--- src/rtl/idle_track_pkg.sv ---
package idle_track_pkg;
  // Per-cycle strobes from the control half to the counter datapath.
  typedef struct packed {
    logic markNew;  // newest slot gets marked this cycle
    logic ageOut;   // a marked slot leaves the oldest position
    logic loadHit;  // count override this cycle
  } trkStrobe_t;
endpackage

--- src/rtl/idle_track_ctrl.sv ---
module idle_track_ctrl
  import idle_track_pkg::*;
#(
  parameter int HIST_LEN    = 4,
  parameter int NUM_STAGES  = 4,
  parameter int NUM_WRITERS = 3,
  parameter int CNT_W       = 4,
  parameter int UPD_W       = 3
) (
  input  logic                  clk,
  input  logic                  rst,
  input  logic [NUM_WRITERS-1:0] actStrobe,
  input  logic [NUM_STAGES-1:0]  stageSetReq,
  input  logic [NUM_STAGES-1:0]  stageClrReq,
  input  logic                  loadEn,
  output trkStrobe_t            strobes,
  output logic [UPD_W-1:0]      stageUp,
  output logic [UPD_W-1:0]      stageDown,
  output logic [CNT_W-1:0]      occupancy
);
  logic [HIST_LEN-1:0]   hist;
  logic [HIST_LEN-1:0]   histNext;
  logic [NUM_STAGES-1:0] stageFlag;
  logic [NUM_STAGES-1:0] turnOn;
  logic [NUM_STAGES-1:0] turnOff;
  logic                  anyWrite;

  assign anyWrite = |actStrobe;

  generate
    if (HIST_LEN == 1) begin : g_single
      assign histNext = anyWrite;
    end else begin : g_shift
      assign histNext = {hist[HIST_LEN-2:0], anyWrite};
    end
  endgenerate

  // Only real transitions count; redundant or conflicting requests drop out.
  assign turnOn  = stageSetReq & ~stageClrReq & ~stageFlag;
  assign turnOff = stageClrReq & ~stageSetReq &  stageFlag;

  always_ff @(posedge clk) begin
    if (rst) begin
      hist      <= '0;
      stageFlag <= '0;
    end else begin
      hist      <= histNext;
      stageFlag <= (stageFlag | turnOn) & ~turnOff;
    end
  end

  always_comb begin
    stageUp   = '0;
    stageDown = '0;
    occupancy = '0;
    for (int i = 0; i < NUM_STAGES; i++) begin
      stageUp   = stageUp   + UPD_W'(turnOn[i]);
      stageDown = stageDown + UPD_W'(turnOff[i]);
      occupancy = occupancy + CNT_W'(stageFlag[i]);
    end
    for (int j = 0; j < HIST_LEN; j++) begin
      occupancy = occupancy + CNT_W'(hist[j]);
    end
  end

  assign strobes.markNew = anyWrite;
  assign strobes.ageOut  = hist[HIST_LEN-1];
  assign strobes.loadHit = loadEn;

  // reset empties history and flags
  a_r1_reset_clears: assert property (@(posedge clk)
    rst |=> (hist == '0) && (stageFlag == '0));

  // a strobe lands in slot 0
  a_r2_mark_slot0: assert property (@(posedge clk) disable iff (rst)
    (|actStrobe) |=> hist[0]);

  generate
    for (genvar s = 0; s < NUM_STAGES; s++) begin : g_stage_chk
      // set request turns the stage on, clear turns it off
      a_r4_stage_on: assert property (@(posedge clk) disable iff (rst)
        (stageSetReq[s] && !stageClrReq[s]) |=> stageFlag[s]);
      a_r4_stage_off: assert property (@(posedge clk) disable iff (rst)
        (stageClrReq[s] && !stageSetReq[s]) |=> !stageFlag[s]);
      // conflicting requests leave the stage alone
      a_r5_conflict_hold: assert property (@(posedge clk) disable iff (rst)
        (stageClrReq[s] && stageSetReq[s]) |=> $stable(stageFlag[s]));
    end
  endgenerate
endmodule

--- src/rtl/idle_track_dp.sv ---
module idle_track_dp
  import idle_track_pkg::*;
#(
  parameter int CNT_W = 4,
  parameter int UPD_W = 3
) (
  input  logic             clk,
  input  logic             rst,
  input  trkStrobe_t       strobes,
  input  logic [UPD_W-1:0] stageUp,
  input  logic [UPD_W-1:0] stageDown,
  input  logic [CNT_W-1:0] loadVal,
  output logic [CNT_W-1:0] count,
  output logic             overridden
);
  localparam int SUM_W = ((CNT_W > UPD_W) ? CNT_W : UPD_W) + 2;
  localparam logic [CNT_W-1:0] MAXCNT = '1;

  logic [SUM_W-1:0] upSum;
  logic [SUM_W-1:0] downSum;
  logic [SUM_W-1:0] diff;
  logic [CNT_W-1:0] netNext;

  // One-step net update with clamping at both ends.
  always_comb begin
    upSum   = SUM_W'(count) + SUM_W'(strobes.markNew) + SUM_W'(stageUp);
    downSum = SUM_W'(strobes.ageOut) + SUM_W'(stageDown);
    diff    = upSum - downSum;
    if (downSum > upSum)
      netNext = '0;
    else if (diff > SUM_W'(MAXCNT))
      netNext = MAXCNT;
    else
      netNext = CNT_W'(diff);
  end

  always_ff @(posedge clk) begin
    if (rst) begin
      count      <= '0;
      overridden <= 1'b0;
    end else if (strobes.loadHit) begin
      count      <= loadVal;
      overridden <= 1'b1;
    end else begin
      count      <= netNext;
    end
  end

  // load wins over every other change
  a_r8_load_value: assert property (@(posedge clk) disable iff (rst)
    strobes.loadHit |=> count == $past(loadVal));

  // a lone new mark raises the count by one
  a_r2_single_inc: assert property (@(posedge clk) disable iff (rst)
    (!strobes.loadHit && strobes.markNew && !strobes.ageOut &&
     stageUp == stageDown && count != MAXCNT)
    |=> count == $past(count) + CNT_W'(1));

  // a lone aged-out slot lowers the count by one
  a_r3_single_dec: assert property (@(posedge clk) disable iff (rst)
    (!strobes.loadHit && !strobes.markNew && strobes.ageOut &&
     stageUp == stageDown && count != '0)
    |=> count == $past(count) - CNT_W'(1));

  // no wrap at the top
  a_r9_no_wrap_high: assert property (@(posedge clk) disable iff (rst)
    (!strobes.loadHit && count == MAXCNT && !strobes.ageOut && stageDown == '0)
    |=> count == MAXCNT);

  // no wrap at the bottom
  a_r9_no_wrap_low: assert property (@(posedge clk) disable iff (rst)
    (!strobes.loadHit && count == '0 && !strobes.markNew && stageUp == '0)
    |=> count == '0);
endmodule

--- src/rtl/idle_track.sv ---
module idle_track
  import idle_track_pkg::*;
#(
  parameter int HIST_LEN    = 4,
  parameter int NUM_STAGES  = 4,
  parameter int NUM_WRITERS = 3,
  localparam int CNT_W      = $clog2(HIST_LEN + NUM_STAGES + 1),
  localparam int UPD_W      = $clog2(NUM_STAGES + 1)
) (
  input  logic                   clk,
  input  logic                   rst,
  input  logic [NUM_WRITERS-1:0] actStrobe,
  input  logic [NUM_STAGES-1:0]  stageSetReq,
  input  logic [NUM_STAGES-1:0]  stageClrReq,
  input  logic                   loadEn,
  input  logic [CNT_W-1:0]       loadVal,
  output logic [CNT_W-1:0]       actCount,
  output logic                   busy,
  output logic                   occMismatch
);
  trkStrobe_t       strobes;
  logic [UPD_W-1:0] stageUp;
  logic [UPD_W-1:0] stageDown;
  logic [CNT_W-1:0] occupancy;
  logic             overridden;

  idle_track_ctrl #(
    .HIST_LEN(HIST_LEN), .NUM_STAGES(NUM_STAGES), .NUM_WRITERS(NUM_WRITERS),
    .CNT_W(CNT_W), .UPD_W(UPD_W)
  ) u_ctrl (
    .clk(clk), .rst(rst), .actStrobe(actStrobe),
    .stageSetReq(stageSetReq), .stageClrReq(stageClrReq), .loadEn(loadEn),
    .strobes(strobes), .stageUp(stageUp), .stageDown(stageDown),
    .occupancy(occupancy)
  );

  idle_track_dp #(.CNT_W(CNT_W), .UPD_W(UPD_W)) u_dp (
    .clk(clk), .rst(rst), .strobes(strobes), .stageUp(stageUp),
    .stageDown(stageDown), .loadVal(loadVal), .count(actCount),
    .overridden(overridden)
  );

  assign busy        = (actCount != '0);
  assign occMismatch = !overridden && (actCount != occupancy);

  // without a load, the incremental count tracks true occupancy
  a_r10_consistent: assert property (@(posedge clk) disable iff (rst)
    !occMismatch);

  // idle permission only when nothing is outstanding
  a_r7_busy_idle: assert property (@(posedge clk) disable iff (rst)
    (!overridden && occupancy != '0) |-> busy);
endmodule

--- config.mk ---
export PLATFORM = sky130hd
export DESIGN_NAME = idle_track
export DESIGN_NICKNAME = d
export VERILOG_FILES = /design/src/rtl/idle_track_pkg.sv /design/src/rtl/idle_track_ctrl.sv /design/src/rtl/idle_track_dp.sv /design/src/rtl/idle_track.sv
export SDC_FILE = /design/constraint.sdc
export NUM_CORES = 1
export LEC_CHECK = 0
export ABC_AREA = 1
export BUFFER_PORTS_ARGS = -buffer_cell sky130_fd_sc_hd__buf_2
export CAP_MARGIN = 40
export CORE_MARGIN = 5
export CORE_UTILIZATION = 35
export CTS_CLUSTER_SIZE = 8
export DETAILED_ROUTE_END_ITERATION = 8
export PLACE_DENSITY = 0.6
export SETUP_SLACK_MARGIN = 0.5
export SYNTH_ARGS = -nofsm -noshare
export SYNTH_HDL_FRONTEND = slang
export SYNTH_SLANG_ARGS = --single-unit
--- constraint.sdc ---
create_clock -name clk -period 4.54 [get_ports clk]
set_clock_uncertainty 0.1 [all_clocks]
set_input_delay 0.681 -clock clk [delete_from_list [all_inputs] [get_ports clk]]
set_output_delay 0.681 -clock clk [all_outputs]
set_load 0.05 [all_outputs]
==> results.ini, run 1 <==
[final_layout]
antenna_cells_inserted = 0
fin_area_um2 = 1580
finalNonFillerCells = 253
layout.filler_cells = 383
final_nets = 248
drive_gt1_share_pct = 23.4
area.growth.synth_to_final_pct = 19.1

[power_and_ir_drop]
power.ir.vdd_worst_uv = 312
cell_pwr_density_nw_per_um2 = 603
total_leakage_power_nw = 0.829

[placement]
gp_routability_congestion = 0.845
number_of_port_buffers = 23
dp.final_hpwl_mm = 2.23
dpl_cell_area_um2 = 1500
dpl.cell_count = 249

[global_routing]
first_global_vias = 1094
track_usage_pct = 11.2
grt_max_degree = 14
overflow = 0
wire_length_of_the_first_global_routing_pass_mm = 4.69
initial_antenna_violation_count = 0

[clocking]
cts_buffers = 3
clock-root-buffer = sky130_fd_sc_hd__clkbuf_8
path_clk_slew_ps = 60
clock_tree.buffer_depth = 2
tritoncts = done
htree_levels = 1
post-cts-setup-buffer-count = 0
clock-sinks = 13
insertion_delay_ps = 250

[floorplan]
design.die.area_um2 = 5110
placementRows = 22
die_h_um = 71.5
chipWidth_um = 71.5
initial_util_pct = 36.2
boundaryPins = 24
coreArea_um2 = 3660

[drt]
dr.first_iter.drc_count = 49
drt-pass1-iter-count = 5
vias_per_cell = 4.52
remaining_drcs = 0
detail_route.wl_per_cell_um = 10.3
detail_route.wirelength_mm = 2.62
final_antenna_net_count = 0
num_vias = 1143

[run]
cap_violations = 0

[yosys]
yosysSeqAreaShare_pct = 19.7
mappedNetlistArea_um2 = 1320
synth_cell_type_count = 24
syn_area_per_cell_um2 = 7.40
syn_nets = 221
yosys_register_bits = 13
postSynthCellCount = 179
yosys_warning_total = 0

[setup_path]
crit_chain = ha_1, inv_1, fa_1, fa_1, fa_2, fa_2, xnor2_2, xor2_1, a41oi_2, buf_6
cp-end-kind = output pin
crit_family = adder cells
timing.critical_path.slowest_stage_cell = sky130_fd_sc_hd__fa_1
crit_type = reg -> out
cp_data_required_time_ps = 3760
arrival_time_of_the_worst_setup_path_ps = 3260
critical_path.max_fanout = 3
cpPeakStageDelay_ps = 500
crit_path_start_kind = register
cp_num_buf_inv = 2

[sta]
tightest_slew_ps = 313
setup_violations = 0
hold_viol_final = 0
layout_worst_path_cycle_share_pct = 89.0
unrepaired_setup_endpoints_after_global_routing = yes
timing.max_slew.rel_slack_pct = 79.1
fin_setup_tns_ps = 0
final.min_clock_period_ps = 4040
drv_slew = 0
max_clock_freq_ghz = 0.247

[worst_hold_path]
hold_class = reg -> reg

[run_status]
status = finished clean

logic make-up after synthesis:
family / share of synthesized area (%)
XOR/XNOR: 5.95
buffers and inverters: 13.0
adder cells (fa/ha/maj): 27.8
AND/OR/NAND/NOR: 25.0
AO/OA/AOI/OAI: 8.51
flip-flops: 19.7
tightest hold or removal path, cell delays in order (launching register included):
cell                      delay (ps)
sky130_fd_sc_hd__dfxtp_1         300
sky130_fd_sc_hd__inv_1            80
sky130_fd_sc_hd__nor2_1           40
cells in the final DEF (no fill, tap or decap), types with 4 or more instances in the layout:
master                    instances
sky130_fd_sc_hd__nand4_1          7
sky130_fd_sc_hd__buf_2           22
sky130_fd_sc_hd__dfxtp_1         13
sky130_fd_sc_hd__ha_1            15
sky130_fd_sc_hd__nand2_1         30
sky130_fd_sc_hd__xor2_1           6
sky130_fd_sc_hd__a21oi_1          4
sky130_fd_sc_hd__nand3_1          8
sky130_fd_sc_hd__nand2_2          6
sky130_fd_sc_hd__a21oi_2          5
sky130_fd_sc_hd__nor2_1          12
sky130_fd_sc_hd__inv_1           43
sky130_fd_sc_hd__fa_1             7
area by class of cell:
type | count | area (um2) | share of cell area [%]
clock buffers | 3 | 41.3 | 2.62
clock inverters | 1 | 5.00 | 0.317
inverters | 45 | 169 | 10.7
multi-input cells | 120 | 920 | 58.3
flip-flops and latches | 13 | 260 | 16.5
well taps | 48 | 60.1 | 3.81
repair buffers | 23 | 121 | 7.70
routing by layer:
| metal | share of wire, % | vias up | global-route usage, % |
|---|---|---|---|
| met3 | 5.0 | 0 | 3.23 |
| li1 | - | 613 | - |
| met2 | 48 | 23 | 19.2 |
| met5 | 0 | - | 0 |
| met1 | 47 | 507 | 14.5 |
| met4 | 0 | 0 | 1.25 |
sequential cells by signal, indices dropped and copies added, names as in the netlist:
name              cells
u_ctrl.stageFlag      4
u_dp.overridden       1
u_ctrl.hist           4
u_dp.count            4
timing repair:
action | in CTS | in global routing
endpoints found under the setup margin | 1 | 5
pin swaps | 2 | 0
resized for setup | 5 | 2
cloned | 0 | 0
hold buffers | 0 | 0
through the flow:
step / hold slack (ps) / worst slack (ps) / power [mW] / utilization, %
after global placement: 358 / 514 / 0.816 / 41.0
after floorplan: 338 / 640 / 0.693 / -
after CTS: 371 / 488 / 0.940 / 42.8
after global routing: 411 / 383 / 1.06 / 43.1
after detailed placement: 361 / 427 / 0.816 / 41.0
final: 364 / 499 / 0.950 / 43.1
cell usage after synthesis (all sizes together):
library cell  count  area share, %
a211oi            2            1.1
dfxtp            13             20
buf               1           0.28
xnor2             3            2.0
a21oi             9            4.5
nor2             14            4.3
fa                9             14
nor3              2           0.76
nand4             7            3.3
o21ai             3            1.1
nand3            11            5.3
xor2              6            4.0
a21o              1           0.57
ha               15             14
inv              44             12
a41oi             1           0.66
a31oi             1           0.47
clkinv            1           0.28
nand2            36             11
power by group:
part,internal (mW),switching [mW]
combinational,0.254,0.421
sequential,0.134,0.0310
clock,0.0607,0.0486
total,0.449,0.501
final timing paths:
path,start,endpoint,slack (ps),depth (start not counted)
hold reg to reg,u_ctrl.hist[2],u_ctrl.hist[3],360,2
hold / removal,u_ctrl.hist[2],u_ctrl.hist[3],360,2
setup / recovery,u_ctrl.stageFlag[0],occMismatch,500,10
setup reg to reg,u_ctrl.stageFlag[0],u_dp.count[0],980,17
(Power assumes the default switching activity.)
==> run 2: changes to the inputs <==
--- a/config.mk
+++ b/config.mk
@@ -8,8 +8,10 @@
 export ABC_AREA = 1
 export BUFFER_PORTS_ARGS = -buffer_cell sky130_fd_sc_hd__buf_2
 export CAP_MARGIN = 40
+export CORE_ASPECT_RATIO = 1.2
 export CORE_MARGIN = 5
 export CORE_UTILIZATION = 35
+export CTS_BUF_LIST = sky130_fd_sc_hd__clkbuf_4 sky130_fd_sc_hd__clkbuf_8
 export CTS_CLUSTER_SIZE = 8
 export DETAILED_ROUTE_END_ITERATION = 8
 export PLACE_DENSITY = 0.6
==> results.ini, run 2 (synthesized netlist as in run 1, its figures left out) <==
[drt]
remaining_drcs = 0
dr.first_iter.drc_count = 45
final_antenna_net_count = 0
drt-pass1-iter-count = 4
detail_route.wl_per_cell_um = 10.4
num_vias = 1146
detail_route.wirelength_mm = 2.67
vias_per_cell = 4.46

[setup_path]
critPathLaunch = u_ctrl.stageFlag[0]
crit-reg2reg-launch = u_ctrl.stageFlag[0]
crit_type = reg -> out
worst_reg_to_reg_cells = 18
cp_num_buf_inv = 2
cp-end-kind = output pin
crit_path_start_kind = register
crit_chain = ha_4, inv_1, fa_1, fa_1, fa_2, fa_2, xnor2_2, xor2_1, a41oi_2, buf_6
critical_path.max_fanout = 3
cp_data_required_time_ps = 3760
r2r-end = u_dp.count[2]
crit_family = adder cells
reg_to_reg_slack_setup_ps = 1060
cpPeakStageDelay_ps = 490
timing.critical_path.slowest_stage_cell = sky130_fd_sc_hd__fa_1
arrival_time_of_the_worst_setup_path_ps = 3180

[sta]
max_clock_freq_ghz = 0.253
drv_slew = 0
setup_violations = 0
layout_worst_path_cycle_share_pct = 87.1
fin_setup_tns_ps = 0
final.min_clock_period_ps = 3960
unrepaired_setup_endpoints_after_global_routing = yes
hold_viol_final = 0
tightest_slew_ps = 330
timing.max_slew.rel_slack_pct = 77.9
post_route_worst_hold_slack_ps = 360
setup_slack_ps = 583

[power_and_ir_drop]
overall_power_of_the_completed_layout_mw = 0.977
total_leakage_power_nw = 0.830
cell_pwr_density_nw_per_um2 = 603
power.ir.vdd_worst_uv = 199

[placement]
dp.final_hpwl_mm = 2.28
place_ws_ps = 428
number_of_port_buffers = 23
gp_routability_congestion = 0.884
dpl_cell_area_um2 = 1510
dpl.cell_count = 253

[floorplan]
placementRows = 24
chipWidth_um = 66.1
die_h_um = 77.4
boundaryPins = 24
design.die.area_um2 = 5120
coreArea_um2 = 3630
initial_util_pct = 36.4

[clocking]
cts_buffers = 3
path_clk_slew_ps = 60
clock_tree.buffer_depth = 2
clock-sinks = 13
insertion_delay_ps = 250
clock-root-buffer = sky130_fd_sc_hd__clkbuf_8
htree_levels = 1
tritoncts = done
post-cts-setup-buffer-count = 0

[global_routing]
first_global_vias = 1125
overflow = 0
wire_length_of_the_first_global_routing_pass_mm = 4.66
grt_max_degree = 14
initial_antenna_violation_count = 0
track_usage_pct = 11.6

[final_layout]
drive_gt1_share_pct = 25.9
postLayoutCoreUtil_pct = 44.6
final_common_cell = sky130_fd_sc_hd__inv_1
area.growth.synth_to_final_pct = 22.3
layout_common_cells = sky130_fd_sc_hd__inv_1 (43), sky130_fd_sc_hd__nand2_1 (30), sky130_fd_sc_hd__buf_2 (22), sky130_fd_sc_hd__ha_1 (14), sky130_fd_sc_hd__nor2_1 (12)
antenna_cells_inserted = 0
finalNonFillerCells = 257
final_nets = 248
largestRegisters = u_ctrl.hist x4, u_ctrl.stageFlag x4, u_dp.count x4
layout.filler_cells = 377
fin_area_um2 = 1620

[worst_hold_path]
hold_class = reg -> reg
worst_hold_endpoint = u_ctrl.hist[1]
timing.hold.worst_path_depth = 2
worstHoldStart = u_ctrl.hist[0]

[run_status]
status = finished clean

[run]
cap_violations = 0

run 2: final cells by class:
type | count | area [um2] | share of cell area (%)
Multi-Input combinational cell | 120 | 955 | 59.0
Sequential cell | 13 | 263 | 16.2
Inverter | 45 | 169 | 10.4
Timing Repair Buffer | 23 | 121 | 7.50
Tap cell | 52 | 65.1 | 4.02
Clock buffer | 3 | 41.3 | 2.55
Clock inverter | 1 | 5.00 | 0.309
run 2: where the power goes:
part | total (mW) | switching [mW] | internal, mW
registers | 0.168 | 0.0329 | 0.135
logic | 0.703 | 0.435 | 0.268
clock network | 0.106 | 0.0452 | 0.0608
total | 0.977 | 0.514 | 0.463
run 2: how the worst max path moves through the flow:
stage,end,slack [ps],depth (start not counted)
floorplan,occMismatch,640,9
global placement,u_dp.count[3],500,21
detailed placement,u_dp.count[2],430,21
CTS,occMismatch,530,9
global route,occMismatch,470,10
finish,occMismatch,580,10
run 2: timing repair:
| item | 4_1_cts | 5_1_grt |
|---|---|---|
| endpoints found under the setup margin | 1 | 5 |
| pin swaps | 1 | 1 |
| hold endpoints to repair | 0 | 0 |
| resized for setup | 5 | 9 |
| hold buffers | 0 | 0 |
run 2: worst register-to-register path: stages, from the launching register on:
cell	delay, ps
sky130_fd_sc_hd__dfxtp_2	370
sky130_fd_sc_hd__inv_1	60
sky130_fd_sc_hd__nor3_1	180
sky130_fd_sc_hd__ha_1	260
sky130_fd_sc_hd__inv_1	80
sky130_fd_sc_hd__fa_1	410
sky130_fd_sc_hd__inv_1	60
sky130_fd_sc_hd__ha_1	130
sky130_fd_sc_hd__inv_1	40
sky130_fd_sc_hd__fa_1	490
sky130_fd_sc_hd__fa_2	420
sky130_fd_sc_hd__a21oi_4	170
sky130_fd_sc_hd__nand3_2	110
sky130_fd_sc_hd__nand2_1	70
sky130_fd_sc_hd__inv_1	60
sky130_fd_sc_hd__nor2_4	110
sky130_fd_sc_hd__nand4_1	100
sky130_fd_sc_hd__nand2_1	90
sky130_fd_sc_hd__a21oi_2	50
run 2: per-layer routing:
metal / up-vias / wire [um] / GRT usage [%] / share of wire, %
met5: - / 0 / 0 / 0
met4: 0 / 60 / 4.27 / 2.2
met1: 501 / 1100 / 13.2 / 41
li1: 611 / - / - / -
met3: 6 / 180 / 3.47 / 6.7
met2: 28 / 1330 / 20.3 / 50
